===== src/rtl/keylock_pkg.sv =====
// Package: register offsets and the decoded write-select type shared by
// the configuration unit and its checker. Assumes a word address of at
// least three bits.
package keylock_pkg;

    localparam int unsigned OFF_OPEN  = 0;
    localparam int unsigned OFF_GUARD = 1;
    localparam int unsigned OFF_GATE  = 2;
    localparam int unsigned OFF_DUAL  = 3;
    localparam int unsigned OFF_KICKA = 4;
    localparam int unsigned OFF_KICKB = 5;
    localparam int unsigned OFF_STAT  = 6;
    localparam int unsigned NUM_KICK  = 2;

    typedef struct packed {
        logic open;
        logic guard;
        logic gate;
        logic dual;
        logic kicka;
        logic kickb;
        logic stat;
    } wr_sel_t;

endpackage


===== src/rtl/keylock_gate.sv =====
// Module: single-key gate with a self-closing window.
// A matching key write loads the window counter with WINDOW. The window is
// open while the counter is non-zero, and the counter steps down once per
// cycle. A non-matching key write or a consumed write empties it at once.
// Assumes key_wr and use_i are never high in the same cycle.
module keylock_gate #(
    parameter int          DATA_W = 32,
    parameter int          WINDOW = 4,
    parameter logic [31:0] KEY    = 32'hA5C3_0F1E
) (
    input  logic              clk,
    input  logic              rst_n,
    input  logic              key_wr,
    input  logic [DATA_W-1:0] key_data,
    input  logic              use_i,
    output logic              open_o
);
    localparam int CW = $clog2(WINDOW + 1);
    localparam logic [CW-1:0] LOAD = CW'(WINDOW);

    logic [CW-1:0] remain;

    // Window counter: load on a key write, clear on a mismatch or a consumed write, else count down.
    always_ff @(posedge clk) begin
        if (!rst_n) begin
            remain <= '0;
        end else if (key_wr) begin
            remain <= (key_data == KEY[DATA_W-1:0]) ? LOAD : '0;
        end else if (use_i) begin
            remain <= '0;
        end else if (remain != '0) begin
            remain <= remain - 1'b1;
        end
    end

    // Window state as seen by the write path.
    always_comb begin
        open_o = (remain != '0);
    end
endmodule


===== src/rtl/keylock_kick.sv =====
// Module: one kick register. It holds only a "key present" flag, never the
// written value, so the key cannot be read back. Each write re-evaluates
// the flag.
module keylock_kick #(
    parameter int          DATA_W = 32,
    parameter logic [31:0] KEY    = 32'h1357_9BDF
) (
    input  logic              clk,
    input  logic              rst_n,
    input  logic              wr,
    input  logic [DATA_W-1:0] data,
    output logic              held_o
);
    // Key-present flag: set by a matching write, cleared by any other write.
    always_ff @(posedge clk) begin
        if (!rst_n) begin
            held_o <= 1'b0;
        end else if (wr) begin
            held_o <= (data == KEY[DATA_W-1:0]);
        end
    end
endmodule


===== src/rtl/keylock_cfgreg.sv =====
// Module: one configuration word with write-once bits.
// Bits in WO_MASK can only be set by a write. The other bits take the
// written value. Assumes that the caller has already applied any access guard
// to we.
module keylock_cfgreg #(
    parameter int                DATA_W  = 32,
    parameter logic [DATA_W-1:0] WO_MASK = '0
) (
    input  logic              clk,
    input  logic              rst_n,
    input  logic              we,
    input  logic [DATA_W-1:0] wdata,
    output logic [DATA_W-1:0] q
);
    logic [DATA_W-1:0] next_q;

    // Merge the written data with the write-once bits.
    always_comb begin
        next_q = (wdata & ~WO_MASK) | ((q | wdata) & WO_MASK);
    end

    // Storage for the word.
    always_ff @(posedge clk) begin
        if (!rst_n) begin
            q <= '0;
        end else if (we) begin
            q <= next_q;
        end
    end
endmodule


===== src/rtl/keylock_cfg_unit.sv =====
// Module: top of the key-guarded configuration unit.
// It decodes bus writes, applies the gate and kick guards, raises the sticky
// violation flag on refused writes and returns registered read data.
// Assumes at most one bus access per cycle, with ADDR_W >= 3 and
// DATA_W <= 32 for the keys.
module keylock_cfg_unit
    import keylock_pkg::*;
#(
    parameter int                DATA_W    = 32,
    parameter int                ADDR_W    = 3,
    parameter int                WINDOW    = 4,
    parameter logic [31:0]       GATE_KEY  = 32'hA5C3_0F1E,
    parameter logic [31:0]       KICK_KEY0 = 32'h1357_9BDF,
    parameter logic [31:0]       KICK_KEY1 = 32'h2468_ACE0,
    parameter logic [DATA_W-1:0] OPEN_WO   = DATA_W'(32'h0000_00FF),
    parameter logic [DATA_W-1:0] GUARD_WO  = '0,
    parameter logic [DATA_W-1:0] DUAL_WO   = DATA_W'(32'h0000_000F)
) (
    input  logic              clk,
    input  logic              rst_n,
    input  logic              wr_en,
    input  logic              rd_en,
    input  logic [ADDR_W-1:0] addr,
    input  logic [DATA_W-1:0] wdata,
    output logic [DATA_W-1:0] rdata,
    output logic [DATA_W-1:0] cfg_open,
    output logic [DATA_W-1:0] cfg_guard,
    output logic [DATA_W-1:0] cfg_dual,
    output logic              viol
);
    wr_sel_t             sel;
    logic                gate_open;
    logic [NUM_KICK-1:0] kick_held;
    logic                kick_both;
    logic                guard_we;
    logic                dual_we;
    logic                refuse;
    logic [DATA_W-1:0]   rd_mux;

    // Decode the write strobe into one select per register.
    always_comb begin
        sel       = '0;
        sel.open  = wr_en && (addr == ADDR_W'(OFF_OPEN));
        sel.guard = wr_en && (addr == ADDR_W'(OFF_GUARD));
        sel.gate  = wr_en && (addr == ADDR_W'(OFF_GATE));
        sel.dual  = wr_en && (addr == ADDR_W'(OFF_DUAL));
        sel.kicka = wr_en && (addr == ADDR_W'(OFF_KICKA));
        sel.kickb = wr_en && (addr == ADDR_W'(OFF_KICKB));
        sel.stat  = wr_en && (addr == ADDR_W'(OFF_STAT));
    end

    keylock_gate #(
        .DATA_W (DATA_W),
        .WINDOW (WINDOW),
        .KEY    (GATE_KEY)
    ) u_gate (
        .clk      (clk),
        .rst_n    (rst_n),
        .key_wr   (sel.gate),
        .key_data (wdata),
        .use_i    (guard_we),
        .open_o   (gate_open)
    );

    // One kick register per key, selected by index.
    for (genvar gi = 0; gi < NUM_KICK; gi++) begin : g_kick
        localparam logic [31:0] K = (gi == 0) ? KICK_KEY0 : KICK_KEY1;
        logic kwr;
        assign kwr = (gi == 0) ? sel.kicka : sel.kickb;
        keylock_kick #(
            .DATA_W (DATA_W),
            .KEY    (K)
        ) u_kick (
            .clk    (clk),
            .rst_n  (rst_n),
            .wr     (kwr),
            .data   (wdata),
            .held_o (kick_held[gi])
        );
    end

    // Apply the guards and flag any refused write.
    always_comb begin
        kick_both = &kick_held;
        guard_we  = sel.guard && gate_open;
        dual_we   = sel.dual && kick_both;
        refuse    = (sel.guard && !gate_open) || (sel.dual && !kick_both);
    end

    keylock_cfgreg #(.DATA_W(DATA_W), .WO_MASK(OPEN_WO)) u_open (
        .clk(clk), .rst_n(rst_n), .we(sel.open), .wdata(wdata), .q(cfg_open)
    );
    keylock_cfgreg #(.DATA_W(DATA_W), .WO_MASK(GUARD_WO)) u_guard (
        .clk(clk), .rst_n(rst_n), .we(guard_we), .wdata(wdata), .q(cfg_guard)
    );
    keylock_cfgreg #(.DATA_W(DATA_W), .WO_MASK(DUAL_WO)) u_dual (
        .clk(clk), .rst_n(rst_n), .we(dual_we), .wdata(wdata), .q(cfg_dual)
    );

    // Sticky violation flag: set by a refusal, cleared by writing 1 to bit 0.
    always_ff @(posedge clk) begin
        if (!rst_n) begin
            viol <= 1'b0;
        end else if (refuse) begin
            viol <= 1'b1;
        end else if (sel.stat && wdata[0]) begin
            viol <= 1'b0;
        end
    end

    // Read selection. Gate, kick and unused offsets return zero.
    always_comb begin
        rd_mux = '0;
        if (addr == ADDR_W'(OFF_OPEN)) begin
            rd_mux = cfg_open;
        end else if (addr == ADDR_W'(OFF_GUARD)) begin
            rd_mux = cfg_guard;
        end else if (addr == ADDR_W'(OFF_DUAL)) begin
            rd_mux = cfg_dual;
        end else if (addr == ADDR_W'(OFF_STAT)) begin
            rd_mux = {{(DATA_W-1){1'b0}}, viol};
        end
    end

    // Registered read data, updated only on a read strobe.
    always_ff @(posedge clk) begin
        if (!rst_n) begin
            rdata <= '0;
        end else if (rd_en) begin
            rdata <= rd_mux;
        end
    end
endmodule


===== config.mk =====
export PLATFORM = sky130hd
export DESIGN_NAME = keylock_cfg_unit
export DESIGN_NICKNAME = d
export VERILOG_FILES = /design/src/rtl/keylock_pkg.sv /design/src/rtl/keylock_gate.sv /design/src/rtl/keylock_kick.sv /design/src/rtl/keylock_cfgreg.sv /design/src/rtl/keylock_cfg_unit.sv
export SDC_FILE = /design/constraint.sdc
export NUM_CORES = 1
export LEC_CHECK = 0
export ABC_CLOCK_PERIOD_IN_PS = 2290
export BUFFER_PORTS_ARGS = -buffer_cell sky130_fd_sc_hd__clkbuf_2
export CORE_ASPECT_RATIO = 0.7
export CORE_MARGIN = 2
export CORE_UTILIZATION = 40
export CTS_BUF_LIST = sky130_fd_sc_hd__clkbuf_4 sky130_fd_sc_hd__clkbuf_8
export CTS_CLUSTER_DIAMETER = 100
export CTS_CLUSTER_SIZE = 24
export DETAILED_ROUTE_END_ITERATION = 8
export PLACE_DENSITY = 0.69
export SLEW_MARGIN = 25
export SYNTH_ARGS = -nofsm -noshare
export SYNTH_HDL_FRONTEND = slang
export SYNTH_SLANG_ARGS = --single-unit
export TNS_END_PERCENT = 10

===== constraint.sdc =====
create_clock -name clk -period 2.29 [get_ports clk]
set_clock_uncertainty 0.15 [all_clocks]
set_input_delay 0.229 -clock clk [delete_from_list [all_inputs] [get_ports clk]]
set_output_delay 0.229 -clock clk [all_outputs]
set_load 0.03 [all_outputs]

Word level (Yosys, flattened, before mapping) --
Cells that the tools add are included.
Word-level totals: flip-flop bits (word level) 134, input bits 39, word-level logic and storage cells 52
Cells by class: add/sub/neg operators 1, equality and inequality tests 9, muxes and demuxes 10, bitwise logic cells 4, reductions and logical operators 20
Operators with widths (number):
- 2-to-1 mux 32 bit | 3
- == test 32 x 29 -> 1 bit (second input constant) | 1
- == test 32 x 30 -> 1 bit (second input constant) | 1
- == test 32 bit (second input constant) | 1
- bitwise OR 32 x 4 -> 32 bit | 1
- bitwise OR 32 x 8 -> 32 bit | 1
- logical AND 1 bit | 12
- 2-to-1 mux 3 bit | 4
- == test 3 bit (second input constant) | 3
- bitwise OR 8 bit | 1
- == test 3 x 2 -> 1 bit (second input constant) | 2
- nonzero test 3 bit | 2
- bitwise OR 4 bit | 1
- == test 3 x 1 -> 1 bit (second input constant) | 1
- logical NOT 3 bit | 1
- 2-to-1 mux 1 bit | 3
- subtractor 3 x 1 -> 3 bit (second input constant) | 1
- logical NOT 1 bit | 2
- AND reduction 2 bit | 1
- nonzero test 2 bit | 1
- logical OR 1 bit | 1

Depth between registers and ports, before layout --
Gate-level depths: netlist of run 1.
word-level depth 5, mapped depth 9, depth with buffers taken out 6

By module --
Synthesis of run 1 repeated with hierarchy kept, for this count alone.
Second synthesis, totals: cell total of the unflattened synthesis 577, area, all modules 6062.1 µm²
By module, submodules not included:
- keylock_cfg_unit | instances 1, cells each 207, area an instance 1856.8 µm², seq. area each 660.6 µm²
- keylock_cfgreg (u_guard) | instances 1, cells each 103, area an instance 1243.7 µm², seq. area each 640.6 µm²
- keylock_cfgreg (u_dual) | instances 1, cells each 103, area an instance 1223.7 µm², seq. area each 640.6 µm²
- keylock_cfgreg (u_open) | instances 1, cells each 103, area an instance 1194.9 µm², seq. area each 640.6 µm²
- keylock_gate | instances 1, cells each 30, area an instance 261.5 µm², seq. area each 60.1 µm²
- keylock_kick (g_kick[1].u_kick) | instances 1, cells each 15, area an instance 143.9 µm², seq. area each 20.0 µm²
- keylock_kick (g_kick[0].u_kick) | instances 1, cells each 16, area an instance 137.6 µm², seq. area each 20.0 µm²

Least setup slack after synthesis of run 1 --
No wires, ideal clock.
kind register to register, start point reg u_gate.remain[0], end point reg u_guard.q[10], library setup time 76 ps, arrival time 1477 ps, data required time 2064 ps, setup slack 588 ps, cell stages (with the launch flop) 10, period minus slack after synthesis 1702 ps, cell sequence dfxtp_1 > inv_1 > ha_1 > ha_1 > clkbuf_1 > and2b_1 > buf_4 > buf_6 > nand2_1 > a21boi_0
Between the ends: longest elaborated chain between the ends 2
Ends and longest elaborated chain:
- from (decl) | line keylock_gate.sv:21 | logic [CW-1:0] remain;
- from (signal assigned) | line keylock_gate.sv:28 | remain <= (key_data == KEY[DATA_W-1:0]) ? LOAD : '0;
- from (signal assigned) | line keylock_gate.sv:32 | remain <= remain - 1'b1;
- nonzero test 3 bit | line keylock_gate.sv:38 | open_o = (remain != '0);
- logical AND 1 bit | line keylock_cfg_unit.sv:85 | guard_we = sel.guard && gate_open;
- to (signal assigned) | line keylock_cfgreg.sv:27 | q <= next_q;
- to (decl) | line keylock_cfgreg.sv:13 | output logic [DATA_W-1:0] q
Every way passes these cells. A chain may end at the register's enable or synchronous reset.

Worst setup path after layout of run 1 --
start point in wdata[27], end point reg u_gate.remain[2]
Between the ends: longest elaborated chain between the ends 3
Ends and longest elaborated chain:
- from (decl) | line keylock_cfg_unit.sv:24 | input logic [DATA_W-1:0] wdata,
- == test 32 bit | line keylock_gate.sv:28
- 2-to-1 mux 3 bit | line keylock_gate.sv:28
- 2-to-1 mux 3 bit | line keylock_gate.sv:27 | end else if (key_wr) begin
Every way passes these cells.

==> results of run 1 <==
[how the worst min path moves through the flow]
stage                          endpoint          start  cells after the start
final                              viol          wr_en                      3
after CTS                          viol          wr_en                      3
after floorplan           u_guard.q[11]      wdata[11]                      2
after detailed placement  u_guard.q[14]  u_guard.q[14]                      2
after global routing               viol          wr_en                      3
after global placement     u_dual.q[20]   u_dual.q[20]                      2
[synth_stat cells, types with 2 or more instances]
cell type / n / area [µm²]
a21boi_0: 45 / 338
a21boi_1: 39 / 293
a21oi_1: 47 / 235
a222oi_1: 31 / 310
and3b_1: 3 / 26.3
buf_2: 11 / 55.1
buf_4: 6 / 45.0
buf_6: 8 / 90.1
clkbuf_1: 30 / 113
dfxtp_1: 134 / 2680
ha_1: 2 / 25.0
inv_1: 4 / 15.0
nand2_1: 172 / 646
nand2b_1: 5 / 31.3
nand3_1: 4 / 20.0
nand3b_1: 2 / 15.0
nand4_1: 3 / 18.8
nand4b_1: 4 / 35.0
nor2_1: 2 / 7.51
nor2b_1: 13 / 81.3
nor3_1: 4 / 20.0
nor4_1: 3 / 18.8
nor4b_1: 4 / 35.0
o21ai_0: 31 / 155
[where the power goes]
part / switching [mW] / total [mW] / internal, mW
clock: 0.943 / 1.96 / 1.02
sequential: 0.0568 / 2.47 / 2.41
combinational: 0.461 / 0.724 / 0.262
[kinds of logic after synthesis]
family	synth area share
compound gates	0.253
fa+ha+maj	0.00454
buf+inv	0.0585
flops	0.486
simple gates	0.197
[tightest hold or removal path: stages]
cell and delay [ps]:
clkbuf_2 180, a22oi_1 120, nor2b_1 110
[through the flow]
| stage | power (mW) | instance area, µm² |
|---|---|---|
| after floorplan | 2.95 | 5520 |
| after global placement | 3.15 | 6440 |
| after detailed placement | 3.18 | 6440 |
| after CTS | 5.17 | 7150 |
| after global routing | 5.35 | 7150 |
| final | 5.15 | 7150 |
[sequential cells by signal (all words and copies together), names as in the netlist]
signal / flops
rdata: 32
u_dual.q: 32
u_guard.q: 32
u_open.q: 32
u_gate.remain: 3
g_kick.u_kick.held_o: 2
viol: 1
[layout make-up]
type                       instances  area, µm²  share of cell area
tap                              185        231              0.0324
clock inverter                    13        130              0.0182
timing repair buffer             218       1310               0.184
sequential                       134       2680               0.375
inverter                           4       15.0             0.00210
multi-input combinational        436       2520               0.352
clock buffer                      19        262              0.0366
[layout by cell type (no fill, tap or decap), types with 4 or more instances in the layout]
master           n
a222oi_1        31
nand2_1        172
a21boi_0        45
dfxtp_1        134
nand2b_1         4
dlygate4sd3_1   32
nor4b_1          4
nand4b_1         4
o21ai_0         31
clkinv_2         7
a21boi_1        39
a21oi_1         47
inv_1            4
buf_4           19
clkbuf_2       166
nor2b_1         13
nand3_1          4
clkbuf_8        19
nor3_1           4
[timing repair]
action,CTS,global route
hold buffers,32,0
endpoints found under the hold margin,93,0
setup endpoints to repair,0,0
[metal layers]
layer  GRT usage  vias to the layer above  wire length (µm)  part of all wire
li1            -                     2594                 -                 -
met1       0.347                     2655              8450              0.46
met2       0.366                      274              7630              0.42
met3      0.0642                       43              1750             0.095
met4      0.0881                        0               490             0.027
met5           0                        -                 0                 0
==> run_results.csv, run 1 <==
group,metric,value,unit
run_status,status,"complete, no violations",
placement,place_congestion,0.895,
finish,stdcell_count,1009,
setup_path,crit_chain,"dlygate4sd3_1 > clkbuf_2 > or3b_1 > nor4_1 > nand4b_1 > o32ai_1",
setup_path,endpoint_kind,"register",
yosys,syn_area,5520,µm²
setup_path,cp-startpoint,"wdata[27]",
setup_path,endpoint,"u_gate.remain[2]",
finish,antenna_cells,0,
setup_path,crit_cells,6,
global_route,grt-ovfl-total,0,
clock_tree,cts_tree,"yes",
clock_tree,cts_resized,0,
detailed_routing,dr.pass1.iters,8,
finish,drive_gt1_frac,0.271,
timing,rsz0062_at_grt,"no",
timing,finalHoldViolations,0,
die,coreArea,13300,µm²
yosys,synth_seq_cells,134,
yosys,async_reset_ff_frac,0,
detailed_routing,drt.antenna.violating_nets,0,
die,die_h,102,µm
placement,post-place-ws,402,ps
setup_path,crit_path_max_fanout,4,
global_route,antenna_found_initial,1,
setup_path,cpLargestDelayFamily,"simple AND/OR/NAND/NOR gates",
yosys,ys_warn_count,0,
clock_tree,clockRootBuffer,"clkbuf_8",
finish,syn_to_final_growth,29.7,%
detailed_routing,route.vias.total,5566,
detailed_routing,wl_per_cell,18.2,µm
placement,dp_hpwl,12.3,mm
placement,placed_cells,945,
clock_tree,clk_latency,430,ps
setup_path,cp.required,2480,ps
finish,nFillCells,1280,
timing,slew_viol_final,0,
clock_tree,htreeDepth,4,
setup_path,critPathBufInv,2,
yosys,ys.flop_type,"dfxtp_1",
power,power_density,720,nW/µm²
finish,fin_util,0.537,
flow_run,maxCapViolCount,0,
setup_path,rr_worst_depth,7,
power,leakage,2.83,nW
placement,io_buffers,167,
timing,fin_setup_tns,0,ps
detailed_routing,first_iter_violations,495,
yosys,netlist-cell-type-count,47,
timing,worst_slack,244,ps
timing,max_freq,0.489,GHz
setup_path,r2r_start,"u_gate.remain[0]",
detailed_routing,vias_per_cell,5.52,
global_route,grt_pass1_wl,27.9,mm
yosys,synth.avg_cell_area,8.75,µm²
clock_tree,cts.sinks,134,
yosys,seq_area_frac_synth,0.486,
setup_path,cpPeakStageDelay,540,ps
global_route,grt_pass1_vias,5103,
timing,worstMarginPinSlew,506,ps
worst_hold_path,min_path_type,"primary input to register",
clock_tree,cts_setup_buffers,0,
clock_tree,cts.clk_slew.worst_paths,80,ps
die,start_util,0.414,
setup_path,r2r-end,"u_guard.q[7]",
yosys,synth_nets,671,
setup_path,path_class,"primary input to register",
die,design.die.area,14800,µm²
power,ir_worst_vdd,369,µV
yosys,synthCells,630,
setup_path,cp_data_arrival_time,2240,ps
timing,timing.final.crit_share,0.894,
global_route,grt.total_usage,0.246,
clock_tree,cts_buffers,17,
timing,finalSetupViolCount,0,
clock_tree,clockBufferDepth,2,
die,row_count,35,
die,die_width,144,µm
yosys,synth-edff-count,0,
setup_path,r2r_slack,390,ps
setup_path,crit_path_start_kind,"primary input",
detailed_routing,drc,0,
setup_path,slowest_stage,"dlygate4sd3_1",
die,ios,168,
timing,relSlewSlack,0.663,
timing,hold_ws,85.2,ps
finish,nNetsFinal,852,
timing,fin_crit,2050,ps
global_route,grt_max_degree,134,
detailed_routing,routed_wl,18.3,mm
Power figures use the tool's default switching activity.
==> inputs of run 2 (changes only) <==
--- a/config.mk
+++ b/config.mk
@@ -5,9 +5,8 @@
 export SDC_FILE = /design/constraint.sdc
 export NUM_CORES = 1
 export LEC_CHECK = 0
-export ABC_CLOCK_PERIOD_IN_PS = 2290
+export ABC_CLOCK_PERIOD_IN_PS = 2200
 export BUFFER_PORTS_ARGS = -buffer_cell sky130_fd_sc_hd__clkbuf_2
-export CORE_ASPECT_RATIO = 0.7
 export CORE_MARGIN = 2
 export CORE_UTILIZATION = 40
 export CTS_BUF_LIST = sky130_fd_sc_hd__clkbuf_4 sky130_fd_sc_hd__clkbuf_8
==> constraint.sdc (replaced) <==
create_clock -name clk -period 2.2 [get_ports clk]
set_clock_uncertainty 0.15 [all_clocks]
set_input_delay 0.22 -clock clk [delete_from_list [all_inputs] [get_ports clk]]
set_output_delay 0.22 -clock clk [all_outputs]
set_load 0.03 [all_outputs]
==> run 2 against run 1 <==
Sequential cell count unchanged. Critical path depth up 1. Global-route usage down 0.76 points. Sequential share of layout area down 0.47 points. Final cell count down 0.40%. Highest routed layer unchanged.
==> run_results.csv, run 2 (synthesized netlist as in run 1, its figures left out) <==
group,metric,value,unit
power,leakage,2.88,nW
global_route,grt_pass1_vias,5103,
clock_tree,htreeDepth,4,
clock_tree,cts_resized,0,
timing,fin_crit,1970,ps
setup_path,path_class,"register to register",
placement,dp_hpwl,12.3,mm
timing,finalSetupViolCount,0,
clock_tree,cts.clk_slew.worst_paths,70,ps
clock_tree,cts.sinks,134,
detailed_routing,wl_per_cell,17.6,µm
finish,final_cell_mix,"nand2_1 (172), clkbuf_2 (166), dfxtp_1 (134)",
finish,nFillCells,1242,
timing,worstMarginPinSlew,933,ps
global_route,grt_max_degree,134,
global_route,antenna_found_initial,0,
finish,nNetsFinal,857,
setup_path,crit_top_cell,"ha_1",
finish,antenna_cells,0,
setup_path,cpPeakStageDelay,350,ps
finish,seqCellArea,2680,µm²
timing,relSlewSlack,0.378,
finish,stdcell_count,1005,
die,die_width,121,µm
finish,syn_to_final_growth,31.3,%
timing,max_freq,0.508,GHz
die,row_count,42,
die,ios,168,
clock_tree,clockBufferDepth,2,
power,comb_power_share,0.132,
global_route,grt_pass1_wl,27.1,mm
setup_path,critPathBufInv,2,
detailed_routing,drc,0,
setup_path,crit_chain,"inv_1 > ha_1 > ha_1 > and2b_1 > buf_4 > nand2_1 > a21boi_0",
timing,timing.final.crit_share,0.895,
setup_path,cp.required,2400,ps
clock_tree,clockRootBuffer,"clkbuf_8",
finish,layout.cells.most_common,"nand2_1",
power,clkPwrFrac,0.408,
power,switchingPower,1.44,mW
global_route,grt-ovfl-total,0,
detailed_routing,first_iter_violations,577,
timing,rsz0062_at_grt,"no",
detailed_routing,routed_wl,17.7,mm
detailed_routing,route.vias.total,5480,
placement,placed_cells,941,
setup_path,cp_data_arrival_time,2170,ps
run_status,status,"complete, no violations",
setup_path,slowest_stage,"dfxtp_1",
power,p_int,4.14,mW
placement,io_buffers,167,
clock_tree,cts_tree,"yes",
finish,drive_gt1_frac,0.274,
detailed_routing,drt.antenna.violating_nets,0,
die,coreArea,13300,µm²
placement,place_congestion,0.883,
detailed_routing,vias_per_cell,5.45,
power,power.share.sequential,0.459,
worst_hold_path,min_path_type,"primary input to register",
die,design.die.area,14700,µm²
power,sw_frac_of_total,0.258,
detailed_routing,dr.pass1.iters,6,
power,power_density,770,nW/µm²
setup_path,crit_path_max_fanout,20,
timing,finalHoldViolations,0,
finish,multi_input_area,2520,µm²
global_route,grt.total_usage,0.239,
die,die_h,121,µm
timing,hold_ws,115,ps
die,start_util,0.413,
clock_tree,cts_buffers,17,
setup_path,crit_path_start_kind,"register",
timing,fin_setup_tns,0,ps
timing,slew_viol_final,0,
setup_path,cpLargestDelayFamily,"adder cells",
clock_tree,clk_latency,450,ps
flow_run,maxCapViolCount,0,
setup_path,endpoint_kind,"register",
power,ir_worst_vdd,409,µV
run 2: changes by cell type in the layout (fill, tap and decap cells not counted):
cell and delta:
clkbuf_4 +5, inv_6 -1, clkinv_4 -2, buf_12 +1, clkinvlp_4 +1, buf_4 +4
bufinv_16 +2, nand2b_1 +1, clkinv_2 -5, nand2b_2 -1
run 2: layout make-up:
| cell class | count | area share |
|---|---|---|
| Tap cell | 176 | 0.0304 |
| Clock buffer | 24 | 0.0413 |
| Sequential cell | 134 | 0.370 |
| Multi-Input combinational cell | 436 | 0.347 |
| Clock inverter | 8 | 0.0202 |
| Inverter | 4 | 0.00207 |
| Timing Repair Buffer | 223 | 0.188 |
run 2: power groups by stage:
stage | combinational, mW | sequential, mW | clock (mW)
2_1_floorplan | 0.338 | 2.73 | 0
3_3_place_gp | 0.667 | 2.61 | 0
3_5_place_dp | 0.691 | 2.62 | 0
4_1_cts | 0.739 | 2.56 | 2.33
5_1_grt | 0.796 | 2.57 | 2.43
6_report | 0.737 | 2.56 | 2.28
run 2: layer usage:
metal / vias up / part of all wire / global-route usage
li1: 2602 / - / -
met1: 2615 / 0.42 / 0.297
met2: 233 / 0.49 / 0.400
met3: 30 / 0.066 / 0.0583
met4: 0 / 0.020 / 0.0869
met5: - / 0 / 0
run 2: worst paths after layout:
path                     from            end  slack, ps  cells past startpoint
max          u_gate.remain[0]  u_guard.q[28]        230                      7
min                     wr_en           viol        110                      3
max reg2reg  u_gate.remain[0]  u_guard.q[28]        230                      7
min reg2reg     u_guard.q[26]  u_guard.q[26]        320                      2
run 2: tightest hold or removal path, cell delays in order:
cell and delay (ps):
clkbuf_2 200, a22oi_1 120, nor2b_1 130
run 2: per-stage QoR:
| stage | utilization | setup slack (ps) | total power [mW] | area, µm² |
|---|---|---|---|---|
| finish | 0.543 | 230 | 5.58 | 7240 |
| detailed placement | 0.485 | 218 | 3.31 | 6480 |
| CTS | 0.543 | 220 | 5.63 | 7240 |
| global placement | 0.485 | 290 | 3.28 | 6480 |
| global route | 0.543 | 86.2 | 5.80 | 7240 |
| floorplan | - | 498 | 3.07 | 5520 |
run 2: timing repair:
| action | in CTS | in global routing |
|---|---|---|
| hold buffers | 32 | 0 |
| endpoints found under the hold margin | 99 | 0 |
| setup buffers | 0 | 0 |
==> inputs of run 3 (changes only) <==
--- a/config.mk
+++ b/config.mk
@@ -13,7 +13,8 @@
 export CTS_CLUSTER_DIAMETER = 100
 export CTS_CLUSTER_SIZE = 24
 export DETAILED_ROUTE_END_ITERATION = 8
-export PLACE_DENSITY = 0.69
+export PLACE_DENSITY = 0.71
+export SETUP_SLACK_MARGIN = 0.3
 export SLEW_MARGIN = 25
 export SYNTH_ARGS = -nofsm -noshare
 export SYNTH_HDL_FRONTEND = slang
==> run 3 against run 2 <==
Critical endpoint is now u_gate.remain[2]. Critical path depth down 1. Total power down 7.5%. Non-clock buffer count down 2. Count of clock-buffer cells in the layout down 4.
==> run_results.csv, run 3 (synthesized netlist as in run 1, its figures left out) <==
group,metric,value,unit
detailed_routing,first_iter_violations,431,
die,design.die.area,14700,µm²
timing,max_freq,0.529,GHz
detailed_routing,drc,0,
global_route,grt-ovfl-total,0,
clock_tree,cts_tree,"yes",
setup_path,crit_path_max_fanout,4,
timing,worst_slack,309,ps
clock_tree,clk_latency,450,ps
finish,layout.cells.most_common,"nand2_1",
global_route,grt.total_usage,0.242,
placement,io_buffers,167,
detailed_routing,wl_per_cell,17.3,µm
die,start_util,0.413,
finish,fin_area,7190,µm²
timing,worstMarginPinSlew,571,ps
detailed_routing,route.vias.total,5391,
setup_path,slowest_stage,"dlygate4sd3_1",
finish,nNetsFinal,855,
global_route,grt_max_degree,93,
flow_run,maxCapViolCount,0,
detailed_routing,routed_wl,17.4,mm
timing,fin_setup_tns,0,ps
finish,syn_to_final_growth,30.4,%
timing,finalHoldViolations,0,
placement,dp_hpwl,11.8,mm
die,ios,168,
die,coreArea,13300,µm²
finish,antenna_cells,0,
clock_tree,clockRootBuffer,"clkbuf_8",
clock_tree,htreeDepth,4,
power,total_power,5.16,mW
detailed_routing,dr.pass1.iters,5,
setup_path,cp.required,2410,ps
timing,relSlewSlack,0.620,
placement,placed_cells,938,
finish,fin_util,0.539,
setup_path,crit_chain,"dlygate4sd3_1 > clkbuf_2 > or3b_1 > nor4_1 > nand4b_1 > o32ai_1",
power,power_density,717,nW/µm²
global_route,grt_pass1_vias,5213,
placement,post-place-ws,278,ps
global_route,grt_pass1_wl,27.8,mm
die,row_count,42,
detailed_routing,vias_per_cell,5.38,
power,sw_frac_of_total,0.281,
global_route,antenna_found_initial,0,
worst_hold_path,min_path_type,"primary input to register",
timing,hold_ws,63.8,ps
power,switchingPower,1.45,mW
setup_path,endpoint_kind,"register",
clock_tree,cts.sinks,134,
clock_tree,cts_buffers,17,
setup_path,crit_path_start_kind,"primary input",
finish,stdcell_count,1002,
die,die_width,121,µm
timing,slew_viol_final,0,
power,clkPwrFrac,0.356,
clock_tree,cts.clk_slew.worst_paths,80,ps
setup_path,cp_data_arrival_time,2100,ps
power,p_int,3.71,mW
finish,drive_gt1_frac,0.275,
power,power.share.sequential,0.497,
clock_tree,clockBufferDepth,2,
finish,final_cell_mix,"nand2_1 (172), clkbuf_2 (166), dfxtp_1 (134)",
setup_path,cpPeakStageDelay,560,ps
timing,fin_crit,1890,ps
finish,nFillCells,1259,
timing,finalSetupViolCount,0,
power,ir_worst_vdd,355,µV
placement,place_congestion,0.873,
timing,rsz0062_at_grt,"yes",
power,leakage,2.85,nW
timing,timing.final.crit_share,0.860,
placement,postPlaceCellArea,6510,µm²
setup_path,path_class,"primary input to register",
run_status,status,"complete, no violations",
power,comb_power_share,0.147,
detailed_routing,drt.antenna.violating_nets,0,
die,die_h,121,µm
-- run 3: changes by cell type in the layout (fill, tap and decap cells not counted), moves of 2 or more --
cell	delta
clkinv_2	+6
buf_12	+4
clkbuf_8	-2
clkbuf_4	-2
bufinv_16	-3
buf_4	-7
-- run 3: power groups by stage --
stage                     clock network [mW]  registers [mW]  logic (mW)
after global placement                     0            2.62       0.675
after global routing                    1.98            2.57       0.829
final                                   1.84            2.56       0.758
after floorplan                            0            2.73       0.338
after detailed placement                   0            2.62       0.686
after CTS                               1.87            2.56       0.742
-- run 3: worst max-delay path: cells and delay by family --
kind                   cells  cell delay, ps
AOI/OAI and AO/OA          1             290
and+or+nand+nor            3             890
buffers and inverters      2             700
-- run 3: layer usage --
layer  global-route usage  share of wire
met1                0.312           0.44
met2                0.392           0.47
met3               0.0465          0.060
met4                0.110          0.029
met5                    0              0
-- run 3: final timing paths --
path	cells after the start	end	slack (ps)	from
setup / recovery	6	u_gate.remain[2]	310	wdata[14]
hold / removal	3	viol	60	wr_en
setup reg to reg	7	u_guard.q[25]	400	u_gate.remain[0]
hold reg to reg	2	u_dual.q[25]	330	u_dual.q[25]
-- run 3: layout make-up --
| class | count | area (µm²) | share of cell area |
|---|---|---|---|
| inverter | 4 | 15.0 | 0.00209 |
| multi-input combinational | 436 | 2530 | 0.351 |
| sequential | 134 | 2680 | 0.373 |
| clock buffer | 20 | 256 | 0.0357 |
| tap | 176 | 220 | 0.0306 |
| clock inverter | 11 | 86.3 | 0.0120 |
| timing repair buffer | 221 | 1410 | 0.195 |
-- run 3: what timing repair did --
| item | CTS | global route |
|---|---|---|
| pin swaps | 0 | 0 |
| buffers inserted | 0 | 1 |
| resized for setup | 2 | 2 |
| hold endpoints to repair | 98 | 0 |
| hold buffers | 32 | 0 |
| setup endpoints to repair | 18 | 18 |
| cloned | 0 | 0 |
